**src/rtl/rot_psk_pkg.sv**
```systemverilog
// Shared types for the quarter-turn PSK demapper.
package rot_psk_pkg;
    // Constellation selection carried on the mode pin.
    typedef enum logic {
        MODE_BPSK = 1'b0,
        MODE_QPSK = 1'b1
    } psk_mode_e;
endpackage

```
**src/rtl/rot_phase_ctr.sv**
```systemverilog
// Symbol rotation phase tracker.
// Gives the quarter-turn index of the symbol presented this cycle.
// Assumes one symbol per cycle with sym_valid high. A block start forces
// phase 0 for that symbol. Idle cycles leave the phase untouched.
module rot_phase_ctr #(
    parameter int PW = 2
) (
    input  logic          clk,
    input  logic          rst_n,
    input  logic          sym_valid,
    input  logic          blk_start,
    output logic [PW-1:0] phase
);
    logic [PW-1:0] next_idx;

    // Current symbol phase: restart value on a block start, stored index otherwise.
    always_comb phase = blk_start ? '0 : next_idx;

    // Advance the stored index past each accepted symbol.
    always_ff @(posedge clk) begin
        if (!rst_n)
            next_idx <= '0;
        else if (sym_valid)
            next_idx <= phase + 1'b1;
    end


    idle_hold_chk: assert property (@(posedge clk) disable iff (!rst_n)
        !sym_valid |=> $stable(next_idx));

    restart_step_chk: assert property (@(posedge clk) disable iff (!rst_n)
        (sym_valid && blk_start) |=> (next_idx == PW'(1)));
endmodule

```
**src/rtl/rot_psk_slicer.sv**
```systemverilog
// Hard slicer working in the received (rotated) frame.
// Uses only the axis sign bits. Four-point mode decides both axes.
// Two-point mode decides the real axis at even phases and the imaginary
// axis at odd phases, and zeroes the other axis.
// Assumes a sign bit of 0 (zero or positive) means +AMP.
module rot_psk_slicer #(
    parameter int W   = 12,
    parameter int AMP = 512
) (
    input  rot_psk_pkg::psk_mode_e mode,
    input  logic                   odd_phase,
    input  logic                   sgn_i,
    input  logic                   sgn_q,
    output logic signed [W-1:0]    slice_i,
    output logic signed [W-1:0]    slice_q
);
    import rot_psk_pkg::*;

    localparam logic signed [W-1:0] POS = W'(AMP);
    localparam logic signed [W-1:0] NEG = W'(-AMP);

    logic signed [W-1:0] lvl_i, lvl_q;

    // Unit-amplitude level for each axis from its sign.
    always_comb begin
        lvl_i = sgn_i ? NEG : POS;
        lvl_q = sgn_q ? NEG : POS;
    end

    // Choose which axes carry a decision for the selected constellation.
    always_comb begin
        if (mode == MODE_QPSK) begin
            slice_i = lvl_i;
            slice_q = lvl_q;
        end else if (odd_phase) begin
            slice_i = '0;
            slice_q = lvl_q;
        end else begin
            slice_i = lvl_i;
            slice_q = '0;
        end
    end
endmodule

```
**src/rtl/rot_psk_bitmap.sv**
```systemverilog
// Derotating bit mapper.
// Turns the rotated-frame axis signs clockwise by phase quarter turns.
// One quarter turn maps (I,Q) to (Q,-I), which is a swap plus an
// inversion of sign bits. The derotated signs are then read as
// Gray-coded bits.
// Two-point mode gives a single bit from the derotated real sign. The
// parity-selected axis already holds that value.
module rot_psk_bitmap #(
    parameter int PW = 2
) (
    input  rot_psk_pkg::psk_mode_e mode,
    input  logic [PW-1:0]          phase,
    input  logic                   sgn_i,
    input  logic                   sgn_q,
    output logic [1:0]             bits
);
    import rot_psk_pkg::*;

    logic d_i, d_q;

    // Clockwise derotation of the sign pair by the low two phase bits.
    always_comb begin
        unique case (phase[1:0])
            2'd0:    begin d_i = sgn_i;  d_q = sgn_q;  end
            2'd1:    begin d_i = sgn_q;  d_q = ~sgn_i; end
            2'd2:    begin d_i = ~sgn_i; d_q = ~sgn_q; end
            default: begin d_i = ~sgn_q; d_q = sgn_i;  end
        endcase
    end

    // Pack bits: both derotated signs, or only the real one in two-point mode.
    always_comb begin
        if (mode == MODE_QPSK)
            bits = {d_q, d_i};
        else
            bits = {1'b0, d_i};
    end
endmodule

```
**src/rtl/rot_psk_demapper.sv**
```systemverilog
// Quarter-turn PSK hard-decision demapper (top).
// Slices each equalized sample in its rotated frame and returns that
// decision for equalizer feedback. Derotates only the decided signs to
// form the data bits. One register stage; the outputs hold between
// valid samples.
// Assumes UNIT_SHIFT < W-1, so +/-2^UNIT_SHIFT fits in W signed bits.
module rot_psk_demapper #(
    parameter int W          = 12,
    parameter int UNIT_SHIFT = 9
) (
    input  logic                clk,
    input  logic                rst_n,
    input  logic                in_valid,
    input  logic                in_blk_start,
    input  logic                mode,
    input  logic signed [W-1:0] in_i,
    input  logic signed [W-1:0] in_q,
    output logic                out_valid,
    output logic [1:0]          out_bits,
    output logic signed [W-1:0] dec_i,
    output logic signed [W-1:0] dec_q
);
    import rot_psk_pkg::*;

    localparam int PW  = 2;
    localparam int AMP = 1 << UNIT_SHIFT;
    localparam logic signed [W-1:0] POS = W'(AMP);
    localparam logic signed [W-1:0] NEG = W'(-AMP);

    psk_mode_e           mode_e;
    logic [PW-1:0]       phase;
    logic                sgn_i, sgn_q;
    logic signed [W-1:0] slice_i, slice_q;
    logic [1:0]          bits;

    // Decode the mode pin and pick off the axis sign bits (zero counts as positive).
    always_comb begin
        mode_e = psk_mode_e'(mode);
        sgn_i  = in_i[W-1];
        sgn_q  = in_q[W-1];
    end

    rot_phase_ctr #(.PW(PW)) u_phase (
        .clk       (clk),
        .rst_n     (rst_n),
        .sym_valid (in_valid),
        .blk_start (in_blk_start),
        .phase     (phase)
    );

    rot_psk_slicer #(.W(W), .AMP(AMP)) u_slice (
        .mode      (mode_e),
        .odd_phase (phase[0]),
        .sgn_i     (sgn_i),
        .sgn_q     (sgn_q),
        .slice_i   (slice_i),
        .slice_q   (slice_q)
    );

    rot_psk_bitmap #(.PW(PW)) u_bits (
        .mode  (mode_e),
        .phase (phase),
        .sgn_i (sgn_i),
        .sgn_q (sgn_q),
        .bits  (bits)
    );

    // Valid flag follows the input one cycle later.
    always_ff @(posedge clk) begin
        if (!rst_n)
            out_valid <= 1'b0;
        else
            out_valid <= in_valid;
    end

    // Capture decision and bits for each accepted sample; hold otherwise.
    always_ff @(posedge clk) begin
        if (!rst_n) begin
            out_bits <= '0;
            dec_i    <= '0;
            dec_q    <= '0;
        end else if (in_valid) begin
            out_bits <= bits;
            dec_i    <= slice_i;
            dec_q    <= slice_q;
        end
    end


    valid_follow_chk: assert property (@(posedge clk) disable iff (!rst_n)
        in_valid |=> out_valid);

    valid_idle_chk: assert property (@(posedge clk) disable iff (!rst_n)
        !in_valid |=> !out_valid);

    hold_outputs_chk: assert property (@(posedge clk) disable iff (!rst_n)
        !in_valid |=> ($stable(dec_i) && $stable(dec_q) && $stable(out_bits)));

    qpsk_both_axes_chk: assert property (@(posedge clk) disable iff (!rst_n)
        (in_valid && mode_e == MODE_QPSK) |=>
            ((dec_i == POS || dec_i == NEG) && (dec_q == POS || dec_q == NEG)));

    bpsk_even_axis_chk: assert property (@(posedge clk) disable iff (!rst_n)
        (in_valid && mode_e == MODE_BPSK && !phase[0]) |=>
            ((dec_i == POS || dec_i == NEG) && dec_q == '0));

    bpsk_odd_axis_chk: assert property (@(posedge clk) disable iff (!rst_n)
        (in_valid && mode_e == MODE_BPSK && phase[0]) |=>
            (dec_i == '0 && (dec_q == POS || dec_q == NEG)));

    bpsk_one_bit_chk: assert property (@(posedge clk) disable iff (!rst_n)
        (in_valid && mode_e == MODE_BPSK) |=> (out_bits[1] == 1'b0));

    zero_positive_chk: assert property (@(posedge clk) disable iff (!rst_n)
        (in_valid && mode_e == MODE_QPSK && in_i == '0) |=> (dec_i == POS));
endmodule

```
**config.mk**
```make
export PLATFORM = sky130hd
export DESIGN_NAME = rot_psk_demapper
export DESIGN_NICKNAME = d
export VERILOG_FILES = /design/src/rtl/rot_psk_pkg.sv /design/src/rtl/rot_phase_ctr.sv /design/src/rtl/rot_psk_slicer.sv /design/src/rtl/rot_psk_bitmap.sv /design/src/rtl/rot_psk_demapper.sv
export SDC_FILE = /design/constraint.sdc
export NUM_CORES = 1
export LEC_CHECK = 0
export ABC_AREA = 0
export BUFFER_PORTS_ARGS = -buffer_cell sky130_fd_sc_hd__buf_2
export CAP_MARGIN = 5
export CORE_ASPECT_RATIO = 1.2
export CORE_MARGIN = 2
export CORE_UTILIZATION = 40
export DETAILED_ROUTE_END_ITERATION = 10
export PLACE_DENSITY = 0.68
export REMOVE_ABC_BUFFERS = 1
export SKIP_CTS_REPAIR_TIMING = 1
export SLEW_MARGIN = 0
export SYNTH_ARGS = -nofsm -noshare
export SYNTH_HDL_FRONTEND = slang
export SYNTH_HIERARCHICAL = 1
export SYNTH_SLANG_ARGS = --single-unit
export TNS_END_PERCENT = 5
```
**constraint.sdc**
```tcl
create_clock -name clk -period 4 [get_ports clk]
set_clock_uncertainty 0.05 [all_clocks]
set_input_delay 0.4 -clock clk [delete_from_list [all_inputs] [get_ports clk]]
set_output_delay 0.4 -clock clk [all_outputs]
set_load 0.005 [all_outputs]
```
==> metrics.md, run 1 <==
| Metric | Value |
|---|---|
| Outcome | `complete, no violations` |
| Dpl cell area | `1429 um2` |
| Worst IR Drop VDD | `0.0002902 V` |
| Unrepaired setup endpoints after global routing | `no` |
| Total gr overflow | `0` |
| H-tree levels | `2` |
| CTS max path bufs | `2` |
| Remaining antenna violation count | `0` |
| Total track usage | `0.1135` |
| CTS tree | `yes` |
| Reg2reg setup slack | `2.67 ns` |
| Clk Latency, worst-skew pair | `0.27 ns` |
| Mean number of vias per cell | `4.364` |
| WP data arrival | `1.49 ns` |
| Largest net degree at the start of global routing | `32` |
| CORE AREA | `3309 um2` |
| CP cell instances | `buf_2, o21ai_0, a32o_1` |
| Boundary Pins | `56` |
| CTS clk-pin slew, worst paths | `0.06 ns` |
| Port bufs | `33` |
| GRT met3 Usage | `0.04726` |
| Area growth, synth to finish | `14.06%` |
| Seq cells post-synth | `29` |
| Syn Std Cell Area | `1370 um2` |
| CTS buffer count | `5` |
| Share of cells above drive strength 1 | `0.2671` |
| Crit Path Class | `in2reg` |
| Register area share after synthesis | `0.4237` |
| Pwr/cell area | `475.3 nW/um2` |
| Root buf cell | `clkbuf_8` |
| Die Span Y | `68.11 um` |
| Initial antenna violation count | `0` |
| Detailed Route Iter0 Violations | `30` |
| Netlist cell types | `20` |
| Hold WC Path Type | `reg2reg` |
| Final Critical Period | `1.372 ns` |
| Worst Path Max Fanout | `31` |
| CP peak stage delay | `0.62 ns` |
| GRT Max-Usage Layer | `met2` |
| Final Util | `0.4722` |
| Initial Util | `0.4140` |
| Main combinational cell family by area after synthesis | `multiplexers` |
| Final instance area | `1563 um2` |
| Adder-Cell Fraction of Synth Area | `0` |
| Setup violations, final | `0` |
| Drt wl/cell | `10.29 um` |
| Filler cells | `325` |
| Synth warn | `6` |
| Fin. Hold Viols | `0` |
| Post-synthesis mux area share | `0.2046` |
| Tcrit/Tclk final | `0.3429` |
| Std-Cell Rows | `23` |
| Post-Synthesis Cells | `129` |
| Crit. End Element | `flip-flop` |
| Finished Layout Cells | `198` |
| Max_cap viols | `0` |
| Synth Area in Compound Gates | `0.02374` |
| Drt total wl | `2038 um` |
| Worst Setup Start Kind | `primary input` |
| Slew Limit Fails | `0` |
| Antenna fix cells | `0` |
| First-pass GRT wire length | `3325 um` |
| Vias | `864` |
| GR met2 Demand/Resource | `0.2003` |
| Synth Area in XOR/XNOR | `0.006393` |
| Clock Sinks | `29` |
| Rel. slew slack | `0.4493` |
| P_leak | `0.0007785 uW` |
| Total Die Area | `3911 um2` |
| Placed Instances | `190` |
| Mapped Avg Cell Area | `10.62 um2` |
| Crit-path slowest cell | `buf_2` |
| GP Congestion | `0.7560` |
| Hpwl dp | `1426 um` |
| Nets | `189` |
| Actual slew at the worst max-slew pin | `0.8261 ns` |
| WP data required | `4.11 ns` |
| Setup TNS | `0 ns` |
| Die X | `57.43 um` |
| DR pass1 iterations | `3` |
| # DRC | `0` |
| Max Fclk | `0.7290 GHz` |
| Synth Area in Simple Gates | `0.1781` |
| Via count of the first global-routing pass | `801` |
| Met1 usage | `0.1136` |
critical path: cells and delay by family:
family                 cells  cell delay (ns)
AO/OA/AOI/OAI              2             0.45
buffers and inverters      1             0.62
area by class of cell:
type,count,area [um2],area share
timing repair buffer,33,165.2,0.1057
sequential,29,580.6,0.3715
clock inverter,3,65.06,0.04163
inverter,1,3.754,0.002402
clock buffer,5,68.82,0.04404
multi-input combinational,90,633.1,0.4051
tap,37,46.29,0.02962
final timing paths:
kind,cells past startpoint,from,endpoint
max reg2reg,5,u_phase/next_idx[0],out_bits[0]
max,3,in_valid,u_phase/next_idx[1]
min reg2reg,2,dec_q[10],dec_q[10]
min,2,dec_q[10],dec_q[10]
synthesized netlist by cell type:
cell type / count / share of area
nor2_1: 2 / 0.0055
nand2b_1: 2 / 0.0091
nor2b_4: 1 / 0.010
mux2i_1: 28 / 0.20
xnor2_1: 1 / 0.0064
inv_1: 1 / 0.0027
a21oi_1: 1 / 0.0036
buf_4: 21 / 0.12
dfxtp_1: 29 / 0.42
or2_1: 1 / 0.0046
and2_1: 4 / 0.018
conb_1: 1 / 0.0027
buf_6: 1 / 0.0082
nor2b_1: 28 / 0.13
nand2_1: 1 / 0.0027
buf_12: 2 / 0.029
a32o_1: 1 / 0.0073
clkbuf_1: 2 / 0.0055
a211oi_2: 1 / 0.0091
o21ai_0: 1 / 0.0036
power by group:
part	internal [uW]	switching (uW)
Sequential	306	7.76
Clock	247	108
Combinational	38.4	34.9
kinds of logic after synthesis:
| family | after synthesis |
|---|---|
| AND/OR/NAND/NOR | 39 |
| flip-flops | 29 |
| multiplexers | 28 |
| buffers and inverters | 27 |
| AO/OA/AOI/OAI | 4 |
| XOR/XNOR | 1 |
| other | 1 |
metrics by stage:
step           hold slack (ns)  setup slack (ns)  total power (uW)
6_report                0.4615             2.628             742.8
5_1_grt                 0.4955             2.515             778.1
4_1_cts                 0.4685             2.596             754.9
3_5_place_dp            0.4500             2.307             395.5
3_3_place_gp            0.4412             2.374             391.7
2_1_floorplan           0.4351             2.789             360.7
registers in the layout (all words and copies together) (netlist names):
name and cells:
dec_i 12, dec_q 12, out_bits 2, out_valid 1, u_phase/next_idx 2
placed cells by master, fill, tap and decap left out, types with 2 or more instances in the layout:
cell type / n
and2_1: 4
buf_2: 33
bufinv_16: 2
clkbuf_8: 5
conb_1: 18
dfxtp_1: 29
mux2i_1: 28
nand2b_1: 2
nor2_1: 2
nor2b_1: 28
per-layer routing:
| metal | wire length [um] | part of all wire |
|---|---|---|
| met5 | 0 | 0 |
| met4 | 42 | 0.021 |
| met3 | 120 | 0.059 |
| met2 | 1034 | 0.51 |
| met1 | 841 | 0.41 |
No activity file was read; power rests on OpenSTA's default activity.
==> run 2: changes to the inputs <==
--- a/config.mk
+++ b/config.mk
@@ -12,7 +12,7 @@
 export CORE_MARGIN = 2
 export CORE_UTILIZATION = 40
 export DETAILED_ROUTE_END_ITERATION = 10
-export PLACE_DENSITY = 0.68
+export PLACE_DENSITY = 0.71
 export REMOVE_ABC_BUFFERS = 1
 export SKIP_CTS_REPAIR_TIMING = 1
 export SLEW_MARGIN = 0
==> constraint.sdc (replaced) <==
create_clock -name clk -period 1.15 [get_ports clk]
set_clock_uncertainty 0.05 [all_clocks]
set_input_delay 0.115 -clock clk [delete_from_list [all_inputs] [get_ports clk]]
set_output_delay 0.115 -clock clk [all_outputs]
set_load 0.005 [all_outputs]
==> metrics.md, run 2 (synthesized netlist as in run 1, its figures left out) <==
| Metric | Value |
|---|---|
| Outcome | `finished, violations left` |
| Failing checks | `negative setup slack` |
| CP peak stage delay | `0.33 ns` |
| WP data arrival | `1.42 ns` |
| Fin. Hold Viols | `0` |
| WP data required | `1.31 ns` |
| Drt wl/cell | `10.83 um` |
| Max_cap viols | `0` |
| Unrepaired setup endpoints after global routing | `yes` |
| Area growth, synth to finish | `14.89%` |
| Nets | `196` |
| Slew Limit Fails | `0` |
| CP cell instances | `nor2b_4, nor2_1, a21oi_1, mux2i_1, mux2i_1, nor2b_1` |
| End of the worst register-to-register path | `out_bits[1]` |
| WHS Path Cells | `3` |
| CTS tree | `yes` |
| Std-Cell Rows | `23` |
| DR pass1 iterations | `4` |
| Mean number of vias per cell | `4.377` |
| Reg2reg setup slack | `-0.11 ns` |
| CTS clk-pin slew, worst paths | `0.06 ns` |
| Largest net degree at the start of global routing | `17` |
| Hold_ws | `0.1220 ns` |
| Vias | `893` |
| Crit. End Element | `flip-flop` |
| Worst Setup Start Kind | `flip-flop` |
| CP bufs+invs | `0` |
| # DRC | `0` |
| Hold WC Path Type | `in2reg` |
| CTS buffer count | `5` |
| CTS max path bufs | `2` |
| Final Critical Period | `1.260 ns` |
| Critical R2R Launch | `u_phase/next_idx[0]` |
| Final Util | `0.4756` |
| Commonest non-fill, non-tap cell in the layout | `buf_2` |
| Clk Latency, worst-skew pair | `0.27 ns` |
| Die Span Y | `68.11 um` |
| Antenna fix cells | `0` |
| Setup TNS | `-0.2902 ns` |
| Top Family by Delay on Critical Path | `simple AND/OR/NAND/NOR gates` |
| Initial Util | `0.4140` |
| Detailed Route Iter0 Violations | `7` |
| H-tree levels | `2` |
| CORE AREA | `3309 um2` |
| Setup violations, final | `4` |
| Biggest registers after layout | `dec_i: 12 flops, dec_q: 12 flops` |
| Remaining antenna violation count | `0` |
| Total track usage | `0.1211` |
| Tcrit/Tclk final | `1.096` |
| Share of cells above drive strength 1 | `0.3054` |
| Boundary Pins | `56` |
| First-pass GRT wire length | `3588 um` |
| Hold Path Origin | `rst_n` |
| Port bufs | `33` |
| Clock Sinks | `29` |
| Worst IR Drop VDD | `0.001052 V` |
| Pre-CTS setup slack | `-0.1224 ns` |
| Total Die Area | `3911 um2` |
| GP Congestion | `0.7373` |
| CP most frequent cell | `mux2i_1` |
| Endpoint, Worst Hold | `u_phase/next_idx[0]` |
| Max Fclk | `0.7936 GHz` |
| Initial antenna violation count | `0` |
| Via count of the first global-routing pass | `851` |
| Worst Path Max Fanout | `6` |
| Root buf cell | `clkbuf_8` |
| Setup ws final | `-0.1101 ns` |
| Crit-path slowest cell | `dfxtp_2` |
| Final Power | `2181 uW` |
| P_leak | `0.0007941 uW` |
| Commonest cells after routing, fill and taps aside | `buf_2, mux2i_1, nor2b_1, dfxtp_1, conb_1` |
| Pwr/cell area | `1386 nW/um2` |
| Die X | `57.43 um` |
| Total gr overflow | `0` |
| Drt total wl | `2210 um` |
| Crit Path Class | `reg2reg` |
| Worst R2R Path Depth | `6` |
| Hpwl dp | `1743 um` |
run 2: cell types whose count changed in the layout (fill, tap and decap cells not counted):
cell,change
and2_4,+2
buf_4,+7
dfxtp_1,-1
clkbuf_1,+1
clkinv_2,-1
bufinv_16,-2
dfxtp_2,+1
and2_1,-2
clkbuf_8,+1
run 2: how the worst max path moves through the flow:
stage / start / endpoint / slack, ns / depth (start not counted)
global route: u_phase/next_idx[0] / out_bits[1] / -0.20 / 6
finish: u_phase/next_idx[0] / out_bits[1] / -0.11 / 6
floorplan: u_phase/next_idx[0] / out_bits[1] / -0.03 / 6
detailed placement: u_phase/next_idx[0] / out_bits[1] / -0.12 / 6
CTS: u_phase/next_idx[0] / out_bits[1] / -0.15 / 6
global placement: u_phase/next_idx[0] / out_bits[1] / -0.07 / 6
run 2: report_power, final:
| part | leakage (uW) | switching [uW] | internal [uW] |
|---|---|---|---|
| Combinational | 0.000510 | 128 | 151 |
| Sequential | 0.000240 | 28.1 | 1070 |
| Clock | 0.0000443 | 334 | 473 |
run 2: worst register-to-register path, delay by kind of cell (launching register included):
kind / cells / cell delay [ns]
multiplexers: 2 / 0.29
flip-flops: 1 / 0.33
AO/OA/AOI/OAI: 1 / 0.15
AND/OR/NAND/NOR: 3 / 0.38
run 2: stage by stage:
| stage | instance area, um2 | cells |
|---|---|---|
| floorplan | 1217 | 120 |
| global placement | 1481 | 197 |
| detailed placement | 1481 | 197 |
| finish | 1574 | 204 |
| global route | 1574 | 204 |
| CTS | 1568 | 204 |
run 2: cell type report:
class | instances | area, um2
Fill cell | 319 | 1735
Timing Repair Buffer | 40 | 217.7
Clock buffer | 7 | 86.33
Sequential cell | 29 | 581.8
Inverter | 1 | 3.754
Multi-Input combinational cell | 90 | 638.1
Tap cell | 37 | 46.29
run 2: layer usage:
layer  GRT usage  vias up  share of wire
met5           0        -              0
li1            -      453              -
met3     0.05293        2          0.073
met4     0.06105        0         0.0086
met2      0.2060       24           0.53
met1      0.1275      414           0.39
